## config.mk

```make
export PLATFORM = sky130hd
export DESIGN_NAME = rail_sequencer
export DESIGN_NICKNAME = d
export VERILOG_FILES = /design/src/rtl/rail_seq_pkg.sv /design/src/rtl/rail_seq_tick.sv /design/src/rtl/rail_seq_pgsync.sv /design/src/rtl/rail_seq_fsm.sv /design/src/rtl/rail_sequencer.sv
export SDC_FILE = /design/constraint.sdc
export NUM_CORES = 1
export LEC_CHECK = 0
export ABC_AREA = 1
export BUFFER_PORTS_ARGS = -buffer_cell sky130_fd_sc_hd__buf_2
export CELL_PAD_IN_SITES_DETAIL_PLACEMENT = 1
export CELL_PAD_IN_SITES_GLOBAL_PLACEMENT = 1
export CORE_ASPECT_RATIO = 0.5
export CORE_MARGIN = 3
export CORE_UTILIZATION = 45
export CTS_CLUSTER_DIAMETER = 100
export DETAILED_ROUTE_END_ITERATION = 10
export GPL_TIMING_DRIVEN = 0
export PLACE_DENSITY_LB_ADDON = 0.1
export SLEW_MARGIN = 25
export SYNTH_ARGS = -nofsm -noshare
export SYNTH_HDL_FRONTEND = slang
export SYNTH_SLANG_ARGS = --single-unit
```

## constraint.sdc

```tcl
create_clock -name clk -period 6.9 [get_ports clk]
set_input_delay 0.69 -clock clk [delete_from_list [all_inputs] [get_ports clk]]
set_output_delay 0.69 -clock clk [all_outputs]
set_load 0.1 [all_outputs]
```

## src/rtl/rail_seq_pkg.sv

```systemverilog
package rail_seq_pkg;

  typedef enum logic [2:0] {
    ST_IDLE      = 3'd0,
    ST_UP_START  = 3'd1,
    ST_UP_RAIL   = 3'd2,
    ST_UP_GOOD   = 3'd3,
    ST_UP_REL    = 3'd4,
    ST_DN_START  = 3'd5,
    ST_DN_RAIL   = 3'd6,
    ST_DN_SETTLE = 3'd7
  } seq_state_e;

  localparam int unsigned HZ_PER_MHZ = 1000000;

endpackage

```

## src/rtl/rail_seq_tick.sv

```systemverilog
module rail_seq_tick #(
  parameter int unsigned CLK_HZ = 100_000_000
) (
  input  logic clk,
  input  logic rst_n,
  output logic tick
);
  import rail_seq_pkg::*;

  localparam int unsigned DIV = (CLK_HZ / HZ_PER_MHZ < 1) ? 1 : CLK_HZ / HZ_PER_MHZ;
  localparam int PW = (DIV > 1) ? $clog2(DIV) : 1;

  logic [PW-1:0] pcnt_q, pcnt_d;

  // one pulse per DIV clocks
  assign tick = (pcnt_q == PW'(DIV - 1));

  always_comb begin
    pcnt_d = tick ? '0 : pcnt_q + 1'b1;
  end

  always_ff @(posedge clk or negedge rst_n) begin
    if (!rst_n) pcnt_q <= '0;
    else        pcnt_q <= pcnt_d;
  end
endmodule

```

## src/rtl/rail_seq_pgsync.sv

```systemverilog
module rail_seq_pgsync #(
  parameter int N_RAILS = 5
) (
  input  logic               clk,
  input  logic               rst_n,
  input  logic [N_RAILS-1:0] pg_raw,
  output logic [N_RAILS-1:0] pg_sync
);
  // two capture flops per rail
  for (genvar g = 0; g < N_RAILS; g++) begin : g_rail
    logic s1_q, s2_q;
    always_ff @(posedge clk or negedge rst_n) begin
      if (!rst_n) begin
        s1_q <= 1'b0;
        s2_q <= 1'b0;
      end else begin
        s1_q <= pg_raw[g];
        s2_q <= s1_q;
      end
    end
    assign pg_sync[g] = s2_q;
  end
endmodule

```

## src/rtl/rail_seq_fsm.sv

```systemverilog
module rail_seq_fsm #(
  parameter int                    N_RAILS    = 5,
  parameter int unsigned           TIMEOUT_US = 20000,
  parameter int unsigned           GAP_US     = 1000,
  parameter logic [N_RAILS*32-1:0] OFF_DLY_US = {32'd0, 32'd10000, 32'd2000, 32'd4000, 32'd0},
  parameter logic [N_RAILS-1:0]    EN_ACT_LOW = 5'b10000,
  localparam int                   IW         = (N_RAILS > 1) ? $clog2(N_RAILS) : 1
) (
  input  logic               clk,
  input  logic               rst_n,
  input  logic               tick,
  input  logic               req,
  input  logic               req_on,
  input  logic [N_RAILS-1:0] pg_s,
  output logic               ack,
  output logic               busy,
  output logic               powered_on,
  output logic               fault,
  output logic [IW-1:0]      fault_rail,
  output logic [N_RAILS-1:0] rail_en,
  output logic               all_good,
  output logic               dev_rst_n
);
  import rail_seq_pkg::*;

  function automatic int unsigned lim_max();
    int unsigned m;
    m = TIMEOUT_US;
    if (GAP_US > m) m = GAP_US;
    for (int k = 0; k < N_RAILS; k++) begin
      if (OFF_DLY_US[k*32 +: 32] > m) m = OFF_DLY_US[k*32 +: 32];
    end
    return m;
  endfunction

  localparam int TW = $clog2(lim_max() + 2);
  localparam logic [TW-1:0] TO_LIM  = TW'(TIMEOUT_US);
  localparam logic [TW-1:0] GAP_LIM = TW'(GAP_US);
  localparam logic [IW-1:0] LAST    = IW'(N_RAILS - 1);

  function automatic logic [TW-1:0] settle_of(input logic [IW-1:0] r);
    logic [TW-1:0] v;
    v = '0;
    for (int k = 0; k < N_RAILS; k++) begin
      if (r == IW'(k)) v = TW'(OFF_DLY_US[k*32 +: 32]);
    end
    return v;
  endfunction

  seq_state_e          st_q, st_d;
  logic [IW-1:0]       idx_q, idx_d;
  logic [N_RAILS-1:0]  on_q, on_d;
  logic                ag_q, ag_d;
  logic                rstn_q, rstn_d;
  logic                pon_q, pon_d;
  logic                flt_q, flt_d;
  logic [IW-1:0]       frail_q, frail_d;
  logic                ack_q, ack_d;
  logic [TW-1:0]       tmr_q, tmr_d;
  logic                cur_pg;
  logic                moved;

  assign cur_pg = pg_s[idx_q];

  // next-state process
  always_comb begin
    st_d    = st_q;
    idx_d   = idx_q;
    on_d    = on_q;
    ag_d    = ag_q;
    rstn_d  = rstn_q;
    pon_d   = pon_q;
    flt_d   = flt_q;
    frail_d = frail_q;
    ack_d   = 1'b0;
    unique case (st_q)
      ST_IDLE: begin
        if (req) begin
          ack_d   = 1'b1;
          flt_d   = 1'b0;
          frail_d = '0;
          pon_d   = 1'b0;
          rstn_d  = 1'b0;
          ag_d    = 1'b0;
          st_d    = req_on ? ST_UP_START : ST_DN_START;
        end
      end
      ST_UP_START: begin                     // reset low before any rail
        st_d      = ST_UP_RAIL;
        idx_d     = '0;
        on_d[0]   = 1'b1;
      end
      ST_UP_RAIL: begin
        if (cur_pg) begin                    // good wins over timeout
          if (idx_q == LAST) begin
            st_d = ST_UP_GOOD;
            ag_d = 1'b1;
          end else begin
            idx_d        = idx_q + 1'b1;
            on_d[idx_d]  = 1'b1;
          end
        end else if (tmr_q == TO_LIM) begin  // roll back
          flt_d   = 1'b1;
          frail_d = idx_q;
          st_d    = ST_DN_START;
        end
      end
      ST_UP_GOOD: begin
        if (tmr_q == GAP_LIM) begin
          rstn_d = 1'b1;
          st_d   = ST_UP_REL;
        end
      end
      ST_UP_REL: begin
        if (tmr_q == GAP_LIM) begin
          pon_d = 1'b1;
          st_d  = ST_IDLE;
        end
      end
      ST_DN_START: begin
        rstn_d      = 1'b0;
        ag_d        = 1'b0;
        idx_d       = LAST;
        on_d[LAST]  = 1'b0;
        st_d        = ST_DN_RAIL;
      end
      ST_DN_RAIL: begin
        if (!cur_pg) begin
          st_d = ST_DN_SETTLE;
        end else if (tmr_q == TO_LIM) begin  // note and carry on
          if (!flt_q) begin
            flt_d   = 1'b1;
            frail_d = idx_q;
          end
          st_d = ST_DN_SETTLE;
        end
      end
      ST_DN_SETTLE: begin
        if (tmr_q == settle_of(idx_q)) begin
          if (idx_q == '0) begin
            st_d = ST_IDLE;
          end else begin
            idx_d       = idx_q - 1'b1;
            on_d[idx_d] = 1'b0;
            st_d        = ST_DN_RAIL;
          end
        end
      end
      default: st_d = ST_IDLE;
    endcase
  end

  // wait counter restarts on every step, advances only on tick
  assign moved = (st_d != st_q) || (idx_d != idx_q);

  always_comb begin
    if (moved)                         tmr_d = '0;
    else if (tick && (tmr_q != '1))    tmr_d = tmr_q + 1'b1;
    else                               tmr_d = tmr_q;
  end

  // register process
  always_ff @(posedge clk or negedge rst_n) begin
    if (!rst_n) begin
      st_q    <= ST_IDLE;
      idx_q   <= '0;
      on_q    <= '0;
      ag_q    <= 1'b0;
      rstn_q  <= 1'b0;
      pon_q   <= 1'b0;
      flt_q   <= 1'b0;
      frail_q <= '0;
      ack_q   <= 1'b0;
      tmr_q   <= '0;
    end else begin
      st_q    <= st_d;
      idx_q   <= idx_d;
      on_q    <= on_d;
      ag_q    <= ag_d;
      rstn_q  <= rstn_d;
      pon_q   <= pon_d;
      flt_q   <= flt_d;
      frail_q <= frail_d;
      ack_q   <= ack_d;
      tmr_q   <= tmr_d;
    end
  end

  // per-rail enable polarity
  assign rail_en    = on_q ^ EN_ACT_LOW;
  assign busy       = (st_q != ST_IDLE);
  assign ack        = ack_q;
  assign powered_on = pon_q;
  assign fault      = flt_q;
  assign fault_rail = frail_q;
  assign all_good   = ag_q;
  assign dev_rst_n  = rstn_q;
endmodule

```

## src/rtl/rail_sequencer.sv

```systemverilog
module rail_sequencer #(
  parameter int unsigned           CLK_HZ     = 100_000_000,
  parameter int                    N_RAILS    = 5,
  parameter int unsigned           TIMEOUT_US = 20000,
  parameter int unsigned           GAP_US     = 1000,
  parameter logic [N_RAILS*32-1:0] OFF_DLY_US = {32'd0, 32'd10000, 32'd2000, 32'd4000, 32'd0},
  parameter logic [N_RAILS-1:0]    EN_ACT_LOW = 5'b10000,
  localparam int                   IW         = (N_RAILS > 1) ? $clog2(N_RAILS) : 1
) (
  input  logic               clk,
  input  logic               rst_n,
  input  logic               req,
  input  logic               req_on,
  input  logic [N_RAILS-1:0] pg,
  output logic               ack,
  output logic               busy,
  output logic               powered_on,
  output logic               fault,
  output logic [IW-1:0]      fault_rail,
  output logic [N_RAILS-1:0] rail_en,
  output logic               all_good,
  output logic               dev_rst_n
);
  logic               tick;
  logic [N_RAILS-1:0] pg_s;

  rail_seq_tick #(.CLK_HZ(CLK_HZ)) u_tick (
    .clk  (clk),
    .rst_n(rst_n),
    .tick (tick)
  );

  rail_seq_pgsync #(.N_RAILS(N_RAILS)) u_sync (
    .clk    (clk),
    .rst_n  (rst_n),
    .pg_raw (pg),
    .pg_sync(pg_s)
  );

  rail_seq_fsm #(
    .N_RAILS   (N_RAILS),
    .TIMEOUT_US(TIMEOUT_US),
    .GAP_US    (GAP_US),
    .OFF_DLY_US(OFF_DLY_US),
    .EN_ACT_LOW(EN_ACT_LOW)
  ) u_fsm (
    .clk       (clk),
    .rst_n     (rst_n),
    .tick      (tick),
    .req       (req),
    .req_on    (req_on),
    .pg_s      (pg_s),
    .ack       (ack),
    .busy      (busy),
    .powered_on(powered_on),
    .fault     (fault),
    .fault_rail(fault_rail),
    .rail_en   (rail_en),
    .all_good  (all_good),
    .dev_rst_n (dev_rst_n)
  );
endmodule

```

==> results.toml, run 1 <==
[status]
status = "finished, final reports clean"

[detailed_routing]
drt_iter0_drc = 193
drc = 0
drt-total-wl_um = 9190
wl_per_cell_um = 16.3
firstDrtPassIters = 4
routed_via_density = 5.38
vias = 3034
drtAntennaViolNets = 0

[global_route]
grt_max_degree = 52
grt_pass1_wl_um = 15500
antenna_found_initial = 0
grt_pass1_vias = 3292
grt_overflow = 0
grt_usage = 0.232

[hold_path]
min-delay-path-class = "register to register"

[synth]
synth_area_leader_cell = "dfrtp_1"
syn_avg_cell_area_um2 = 7.56
synth-simple-area-share = 0.363
syn_area_mm2 = 0.00334
synth_edf_count = 0
synth_cells = 442
synth.top_cell.area_share = 0.382
synth_area_leaders = "dfrtp_1 38%, nand2_1 11%, inv_1 6.2%"
synth_most_common_cell = "nand2_1"
yosys-mux-area-fraction = 0
synth_top_family_by_area = "simple AND/OR/NAND/NOR gates"
syn-num-nets = 460
synthTopCellsByCount = "95 x nand2_1, 55 x inv_1, 54 x nor2_1"
synth_seq_area_share = 0.382
async_flop_share = 1.00
ys_warn_count = 0
synthAdderAreaFrac = 0.0337
postSynth.topFlopCell = "dfrtp_1"
synth_seq_cells = 51
synth-xor-area-share = 0.0341
synth.distinct_cells = 40
synth_compound_area_frac = 0.0910

[power]
ir_worst_vdd_v = 0.0000910
p_leak_nw = 1.80
total_power_mw = 0.573
p_per_area_mw_per_mm2 = 154

[die]
core_mm2 = 0.00694
dieArea_mm2 = 0.00855
die_w_um = 128
io_pins = 23
rows = 21
die_h_um = 66.9
start_util = 0.481

[clock_network]
hold_buffers = 0
cts-resized-gates = 0
clockBufferDepth = 2
cts_tree = "built"
cts_inserted_buffers = 5
clk_latency_ns = 0.30
htree_levels = 2
post_cts.repair.setup_buffers = 0
clk_pin_slew_ns = 0.07
clock-root-buffer = "clkbuf_16"
cts_sinks = 51

[sta]
setup_viol = 0
tns_ns = 0
relSlewSlack = 0.549
fmax_mhz = 309
worst_slew_pin_slew_ns = 0.676
clock_skew_ns = 0.00389
hold_violations = 0
rsz0062_at_grt = "no"
drv_slew = 0
fin_crit_sh = 0.469
fin_crit_ns = 3.23

[critical_path]
critPathRequiredTime_ns = 7.08
worstSetupPathType = "register to register"
cp-end-kind = "register"
slowest_delay_ns = 0.39
cp_cell_sequence = "buf_2 > inv_1 > buf_4 > ha_1 > nor2_1 > nand2_1 > o21ai_1 > nand2_1 > nor2_1 > nand3_2 > o21ai_2 > nand2_1 > nor2_1 > nand2_1 > nand3_1 > nor2_2 > nand2_2 > buf_8 > nor2_4"
cp_slowest_cell = "dfrtp_1"
cp_common_cell = "nand2_1"
arrival_ns = 3.42
cp_max_fo = 12
startpoint_type = "register"

[finish]
fin_cells = 564
drive_above_1_share = 0.169
nNetsFinal = 489
syn_to_final_growth_pct = 11.3
nFillCells = 912
stdcell_area_mm2 = 0.00372
antenna_cells = 0

[placement]
placed_area_mm2 = 0.00357
place_congestion = 0.878
port-buffer-count = 22
numPlacedInstances = 556
dp.final_hpwl_um = 7170

[run]
maxCapViolations = 0
flip-flops by register name (all words and copies together), names as in the netlist, 3 cells and up:
signal,count
u_fsm.idx_q,3
u_fsm.st_q,3
u_fsm.tmr_q,15
u_tick.pcnt_q,7
u_fsm.fault_rail,3
u_sync.g_rail.s1_q,5
u_sync.g_rail.s2_q,5
u_fsm.on_q,5
metrics by stage:
step                      utilization  setup slack, ns  hold slack (ns)
after floorplan                     -             4.33            0.331
after global placement          0.514             3.83            0.335
after detailed placement        0.514             3.74            0.336
after CTS                       0.536             3.71            0.353
after global routing            0.536             3.33            0.373
final                           0.536             3.67            0.352
critical path: cells and delay by family (launching register included):
family	cells	cell delay, ns
buffers and inverters	4	0.78
AND/OR/NAND/NOR	12	1.29
adder cells (fa/ha/maj)	1	0.29
flip-flops	1	0.39
AO/OA/AOI/OAI	2	0.34
placed cells by master, fill, tap and decap left out, drive strengths merged:
master      n
clkbuf      6
a31oi       1
nor4        1
a41oi       2
a211oi      1
a21boi      1
clkinv      1
o211ai      2
buf        32
a32oi       2
o31ai       5
nand4      12
a22oi       2
and3        2
inv        60
xor2       11
nand3      42
ha          9
xnor2       2
nand2     107
nor2       72
o21ai      14
nor3       12
clkinvlp    1
o221ai      1
dfrtp      51
o2111ai     1
or2         2
a21oi      17
worst paths after layout:
check                                      startpoint                     to  slack [ns]  depth (start not counted)
worst max-delay path                   u_fsm.idx_q[0]         u_fsm.tmr_q[7]        3.67                         19
worst min-delay path            u_sync.g_rail[3].s1_q  u_sync.g_rail[3].s2_q        0.35                          0
worst max register to register         u_fsm.idx_q[0]         u_fsm.tmr_q[7]        3.67                         19
worst min register to register  u_sync.g_rail[3].s1_q  u_sync.g_rail[3].s2_q        0.35                          0
max in group asynchronous                       rst_n         u_fsm.tmr_q[9]        6.02                          1
min in group asynchronous                       rst_n            u_fsm.fault        0.42                          1
where the power goes:
group	internal, mW	switching [mW]
logic	0.00239	0.00863
registers	0.302	0.000993
clock network	0.137	0.122
kinds of logic after synthesis:
family,after synthesis
AO/OA/AOI/OAI,49
adder cells (fa/ha/maj),9
AND/OR/NAND/NOR,250
XOR/XNOR,13
buffers and inverters,70
flip-flops,51
layer usage:
| layer | GRT usage | vias to the layer above | wire, um |
|---|---|---|---|
| li1 | - | 1488 | - |
| met1 | 0.294 | 1476 | 4360 |
| met2 | 0.398 | 57 | 4300 |
| met3 | 0.0472 | 13 | 379 |
| met4 | 0.0794 | 0 | 149 |
| met5 | 0 | - | 0 |
area by class of cell:
| type | count | area, um^2 | area share |
|---|---|---|---|
| multi-input combinational | 321 | 1740 | 0.469 |
| sequential | 51 | 1280 | 0.343 |
| inverter | 59 | 226 | 0.0609 |
| clock buffer | 5 | 125 | 0.0337 |
| tap | 92 | 115 | 0.0310 |
| timing repair buffer | 22 | 113 | 0.0303 |
| buffer | 11 | 92.6 | 0.0249 |
| clock inverter | 3 | 25.0 | 0.00673 |
Note: power is estimated with default switching activity, not from simulation.
==> run 2: changes to the inputs <==
==> constraint.sdc (replaced) <==
create_clock -name clk -period 3 [get_ports clk]
set_input_delay 0.3 -clock clk [delete_from_list [all_inputs] [get_ports clk]]
set_output_delay 0.3 -clock clk [all_outputs]
set_load 0.1 [all_outputs]
==> run 2 against run 1 <==
First-iteration DRC count decreased by 8.8%. Maximum frequency rose by 13%. Worst setup slack worse by 3.5 ns. Worst hold slack got worse by 0.32 ns. Critical path type unchanged.
==> results.toml, run 2 (same netlist as run 1, synthesis figures left out) <==
[detailed_routing]
firstDrtPassIters = 5
vias = 3159
wl_per_cell_um = 16.7
routed_via_density = 5.49
drtAntennaViolNets = 0
drc = 0
drt-total-wl_um = 9610
drt_iter0_drc = 176

[finish]
layout_common_cells = "94 x nand2_1, 54 x inv_1, 51 x nor2_1"
antenna_cells = 0
largest_registers = "u_fsm.tmr_q (15), u_tick.pcnt_q (7)"
largest_reg_flops = 15
final_common_cell = "nand2_1"
syn_to_final_growth_pct = 18.1
drive_above_1_share = 0.213
nNetsFinal = 500
nFillCells = 879
top_register = "u_fsm.tmr_q"

[global_route]
grt_overflow = 0
antenna_found_initial = 0
grt_pass1_wl_um = 15700
grt_usage = 0.235
grt_max_degree = 52
grt_pass1_vias = 3297

[sta]
worst_slew_pin_slew_ns = 0.686
hold_violations = 0
fin_crit_ns = 2.86
fmax_mhz = 349
clock_skew_ns = 0.00399
fin_crit_sh = 0.955
tns_ns = 0
relSlewSlack = 0.543
setup_viol = 0
drv_slew = 0

[power]
p_int_mw = 1.01
swShare = 0.229
p_per_area_mw_per_mm2 = 334
total_power_mw = 1.32
power_frac_clock = 0.452
p_leak_nw = 1.87
pwr-share-comb = 0.019
ir_worst_vdd_v = 0.000206
switching_power_mw = 0.302
pwr-share-seq = 0.528

[clock_network]
cts_sinks = 51
clockBufferDepth = 2
clk_pin_slew_ns = 0.07
clock-root-buffer = "clkbuf_16"
hold_buffers = 0
cts_tree = "built"
clk_latency_ns = 0.30
htree_levels = 2
cts_inserted_buffers = 5

[die]
start_util = 0.481
io_pins = 23
core_mm2 = 0.00694
die_w_um = 128
rows = 21
die_h_um = 66.9
dieArea_mm2 = 0.00855

[placement]
place_congestion = 0.878
port-buffer-count = 22
dp.final_hpwl_um = 7170

[critical_path]
arrival_ns = 3.10
cp-end-kind = "register"
startpoint_type = "register"
critPathRequiredTime_ns = 3.23
cp_max_fo = 10
worstSetupPathType = "register to register"

[run]
maxCapViolations = 0

[status]
status = "finished, final reports clean"

[hold_path]
min-delay-path-class = "primary input to asynchronous set/reset pin"
==> run 2: worst max-delay path, stage by stage, from the launching register on <==
cell and delay, ns:
dfrtp_1 0.37, buf_6 0.15, inv_6 0.07, buf_8 0.14, ha_4 0.20, buf_4 0.14, nand2_4 0.07, nand2_1 0.08
nand2_1 0.07, nor2_1 0.14, nand2_2 0.08, nor2_4 0.16, nand3_2 0.14, nand2_1 0.11, nand3_1 0.11, o211ai_1 0.15
nor2_1 0.09, nor2_2 0.13, nand2_4 0.13, buf_4 0.16, nor2_1 0.08
==> run 2: layer usage <==
| metal | track usage | vias up | share of wire |
|---|---|---|---|
| li1 | - | 1511 | - |
| met4 | 0.0728 | 0 | 0.017 |
| met1 | 0.296 | 1556 | 0.46 |
| met5 | 0 | - | 0 |
| met3 | 0.0472 | 17 | 0.047 |
| met2 | 0.409 | 75 | 0.48 |
==> run 2: repair_timing <==
action                                  in CTS  in global routing
gates resized for setup                     12                 15
buffers inserted                             1                  9
endpoints found under the setup margin      17                 18
gates cloned                                 1                  0
pin swaps                                    0                  6
==> run 2: path summary, 6_finish.rpt <==
kind | start | end | slack [ns] | depth (start not counted)
worst min register to register | u_sync.g_rail[3].s1_q | u_sync.g_rail[3].s2_q | 0.35 | 0
worst max register to register | u_fsm.idx_q[2] | u_fsm.tmr_q[1] | 0.14 | 20
max in group asynchronous | rst_n | u_fsm.idx_q[1] | 2.47 | 1
worst min-delay path | rst_n | u_fsm.fault | 0.03 | 1
min in group clk | pg[0] | u_sync.g_rail[0].s1_q | 0.10 | 1
worst max-delay path | u_fsm.idx_q[2] | u_fsm.tmr_q[1] | 0.14 | 20
==> run 2: area by class of cell <==
cell class	instances	area (um^2)	area share
flip-flops and latches	51	1280	0.324
plain buffers	11	108	0.0273
clock buffers	5	125	0.0317
repair buffers	33	228	0.0577
clock inverters	3	25.0	0.00635
inverters	59	233	0.0590
multi-input cells	321	1830	0.465
well taps	92	115	0.0292
==> run 2: power by group through the flow <==
stage	Clock, mW	Combinational, mW	Sequential [mW]
after floorplan	0	0.00436	0.709
after global placement	0	0.0244	0.709
after detailed placement	0	0.0264	0.710
after CTS	0.611	0.0265	0.696
after global routing	0.635	0.0292	0.696
final	0.596	0.0255	0.696
==> run 2: through the flow <==
| step | utilization | cells | setup WS [ns] | cell area (um^2) | hold slack [ns] |
|---|---|---|---|---|---|
| CTS | 0.549 | 566 | 0.00195 | 3810 | 0.0594 |
| global route | 0.569 | 575 | -0.0834 | 3940 | 0.0817 |
| floorplan | - | 442 | 0.427 | 3340 | 0.00441 |
| finish | 0.569 | 575 | 0.135 | 3940 | 0.0291 |
| detailed placement | 0.514 | 556 | -0.160 | 3570 | 0.336 |
| global placement | 0.514 | 556 | -0.0702 | 3560 | 0.335 |
==> run 3: changes to the inputs <==
--- a/config.mk
+++ b/config.mk
@@ -5,8 +5,7 @@
 export SDC_FILE = /design/constraint.sdc
 export NUM_CORES = 1
 export LEC_CHECK = 0
-export ABC_AREA = 1
-export BUFFER_PORTS_ARGS = -buffer_cell sky130_fd_sc_hd__buf_2
+export BUFFER_PORTS_ARGS = -buffer_cell sky130_fd_sc_hd__buf_4
 export CELL_PAD_IN_SITES_DETAIL_PLACEMENT = 1
 export CELL_PAD_IN_SITES_GLOBAL_PLACEMENT = 1
 export CORE_ASPECT_RATIO = 0.5
==> run 3 against run 2 <==
The flow now finishes with violations (negative setup slack). Sequential power about the same. Wire length up 18%. Die area down 2.1%. Synthesized area down 2.2%. Largest power group unchanged. Power up 2.4%. Worst hold slack better by 0.0028 ns.
==> results.toml, run 3 <==
[sta]
setup_viol = 14
fin_crit_sh = 1.03
fin_ws_ns = -0.0903
rsz0062_at_grt = "yes"
fin_crit_ns = 3.09
whs_ns = 0.0319
clock_skew_ns = 0.00718
relSlewSlack = 0.552
drv_slew = 0
hold_violations = 0
fmax_mhz = 324
worst_slew_pin_slew_ns = 0.656

[global_route]
antenna_found_initial = 0
grt_pass1_wl_um = 16500
grt_usage = 0.251
grt_overflow = 0
grt_max_degree = 52
grt_pass1_vias = 3150

[critical_path]
cp_max_fo = 7
worstRegToRegCells = 9
startpoint_type = "register"
arrival_ns = 3.28
cp_slowest_cell = "a2111o_1"
r2r_setup_slack_ns = -0.09
cp_cell_sequence = "buf_8 > clkinvlp_4 > ha_2 > nor2b_1 > o21ai_0 > a2111o_1 > nor4b_4 > o221ai_2 > a221o_2"
worstSetupPathType = "register to register"
r2r-start = "u_fsm.idx_q[0]"
cp-end-kind = "register"
critPathRequiredTime_ns = 3.19
slowest_delay_ns = 0.51
reg2reg_to = "u_fsm.idx_q[1]"

[detailed_routing]
drt_iter0_drc = 313
drc = 0
drtAntennaViolNets = 0
vias = 3267
wl_per_cell_um = 22.4
routed_via_density = 6.48
firstDrtPassIters = 7
drt-total-wl_um = 11300

[placement]
numPlacedInstances = 465
placed_area_mm2 = 0.00356
place_congestion = 0.925
dp.final_hpwl_um = 6860
port-buffer-count = 22

[finish]
nNetsFinal = 429
utilization = 0.632
fin_cells = 504
largest_reg_flops = 15
final_common_cell = "buf_4"
top_register = "u_fsm.tmr_q"
layout_common_cells = "53 x buf_4, 49 x dfrtp_1, 24 x nor2_1"
syn_to_final_growth_pct = 32.8
drive_above_1_share = 0.296
stdcell_area_mm2 = 0.00434
largest_registers = "u_fsm.tmr_q (15), u_tick.pcnt_q (7)"
antenna_cells = 0

[clock_network]
clock-root-buffer = "clkbuf_16"
clk_latency_ns = 0.30
clk_pin_slew_ns = 0.08
hold_buffers = 0
cts_inserted_buffers = 5
htree_levels = 2
cts_sinks = 51
clockBufferDepth = 2
cts_tree = "built"

[die]
io_pins = 23
die_w_um = 126
rows = 21
die_h_um = 66.2
core_mm2 = 0.00686
start_util = 0.476
dieArea_mm2 = 0.00838

[synth]
synth_area_leaders = "dfrtp_1 39%, ha_1 3.4%, o21ai_0 3.4%"
synth_edf_count = 0
synth_seq_area_share = 0.391
syn_avg_cell_area_um2 = 9.30
synth_area_leader_cell = "dfrtp_1"
syn-num-nets = 369
ys_warn_count = 0
synthTopCellsByCount = "51 x dfrtp_1, 24 x nor2_1, 22 x o21ai_0"
synth_cells = 351
synth.top_cell.area_share = 0.391
postSynth.topFlopCell = "dfrtp_1"
synth_seq_cells = 51
async_flop_share = 1.00
synth_most_common_cell = "dfrtp_1"
syn_area_mm2 = 0.00327
synth.distinct_cells = 67

[power]
p_per_area_mw_per_mm2 = 311
ir_worst_vdd_v = 0.000208
total_power_mw = 1.35
p_leak_nw = 1.78

[run]
maxCapViolations = 0

[status]
violations = "negative setup slack"
status = "finished with violations"

[hold_path]
min-delay-path-class = "primary input to asynchronous set/reset pin"
run 3: cell count changes after synthesis, moves of 6 or more:
cell | previous run | this run
nand2_2 | 11 | 0
nand3_1 | 39 | 18
o21ai_0 | 11 | 22
nor4_2 | 0 | 6
xnor2_1 | 2 | 11
nand4_1 | 12 | 6
nor2_4 | 14 | 0
nand2_1 | 95 | 20
a31oi_1 | 1 | 7
nor4_1 | 1 | 7
nor2_1 | 54 | 24
inv_1 | 55 | 12
clkbuf_1 | 1 | 16
run 3: logic make-up after synthesis:
kind of cell | Yosys count | synth area share
and+or+nand+nor | 140 | 0.260
DFF | 51 | 0.391
xor gates and xnor gates | 20 | 0.0536
muxes | 4 | 0.0123
AOI/OAI and AO/OA | 91 | 0.198
adders and majority gates | 9 | 0.0345
buffers and inverters | 36 | 0.0513
run 3: worst max-delay path, delay by kind of cell (launching register included):
family	cells	cell delay (ns)
AO/OA/AOI/OAI	4	1.23
buffers and inverters	2	0.24
flip-flops	1	0.43
adder cells (fa/ha/maj)	1	0.29
AND/OR/NAND/NOR	2	0.77
run 3: cell type report:
class / instances / area, um^2
well taps: 92 / 115
inverters: 12 / 57.6
plain buffers: 24 / 161
multi-input cells: 264 / 2140
fillers: 755 / 2520
clock buffers: 5 / 125
flip-flops and latches: 51 / 1280
clock inverters: 3 / 26.3
repair buffers: 53 / 435
run 3: stage by stage:
stage / setup WS (ns) / TNS (ns)
floorplan: -0.000945 / -0.000945
detailed placement: -0.879 / -16.41
global placement: -0.646 / -11.55
CTS: 0.0162 / 0
finish: -0.0903 / -0.826
global route: -0.212 / -2.28
run 3: per-layer routing:
layer	wire (um)	vias to the layer above	global-route usage
li1	-	1446	-
met2	5360	120	0.420
met3	642	32	0.0492
met1	5040	1669	0.333
met4	261	0	0.0735
met5	0	-	0
run 3: what timing repair did:
action / in CTS / in global routing
setup endpoints to repair: 26 / 23
cloned: 0 / 1
endpoints found under the hold margin: 0 / 0
gates resized for setup: 23 / 43
pin swaps: 9 / 26
setup buffers: 13 / 18
run 3: power by group:
part           switching (mW)  internal (mW)  total, mW
registers             0.00179          0.693      0.695
clock network           0.297          0.318      0.615
logic                  0.0250         0.0135     0.0385
run 3: worst max-delay path by stage:
stage / start / endpoint / slack, ns / cells after the start
after CTS: u_fsm.idx_q[2] / u_fsm.idx_q[1] / 0.02 / 10
final: u_fsm.idx_q[0] / u_fsm.idx_q[1] / -0.09 / 9
after floorplan: u_fsm.idx_q[0] / u_fsm.tmr_q[6] / -0.0009 / 10
after global routing: u_fsm.idx_q[0] / u_fsm.idx_q[1] / -0.21 / 9
after global placement: u_fsm.idx_q[2] / u_fsm.tmr_q[13] / -0.65 / 11
after detailed placement: u_fsm.idx_q[0] / u_fsm.tmr_q[13] / -0.88 / 10
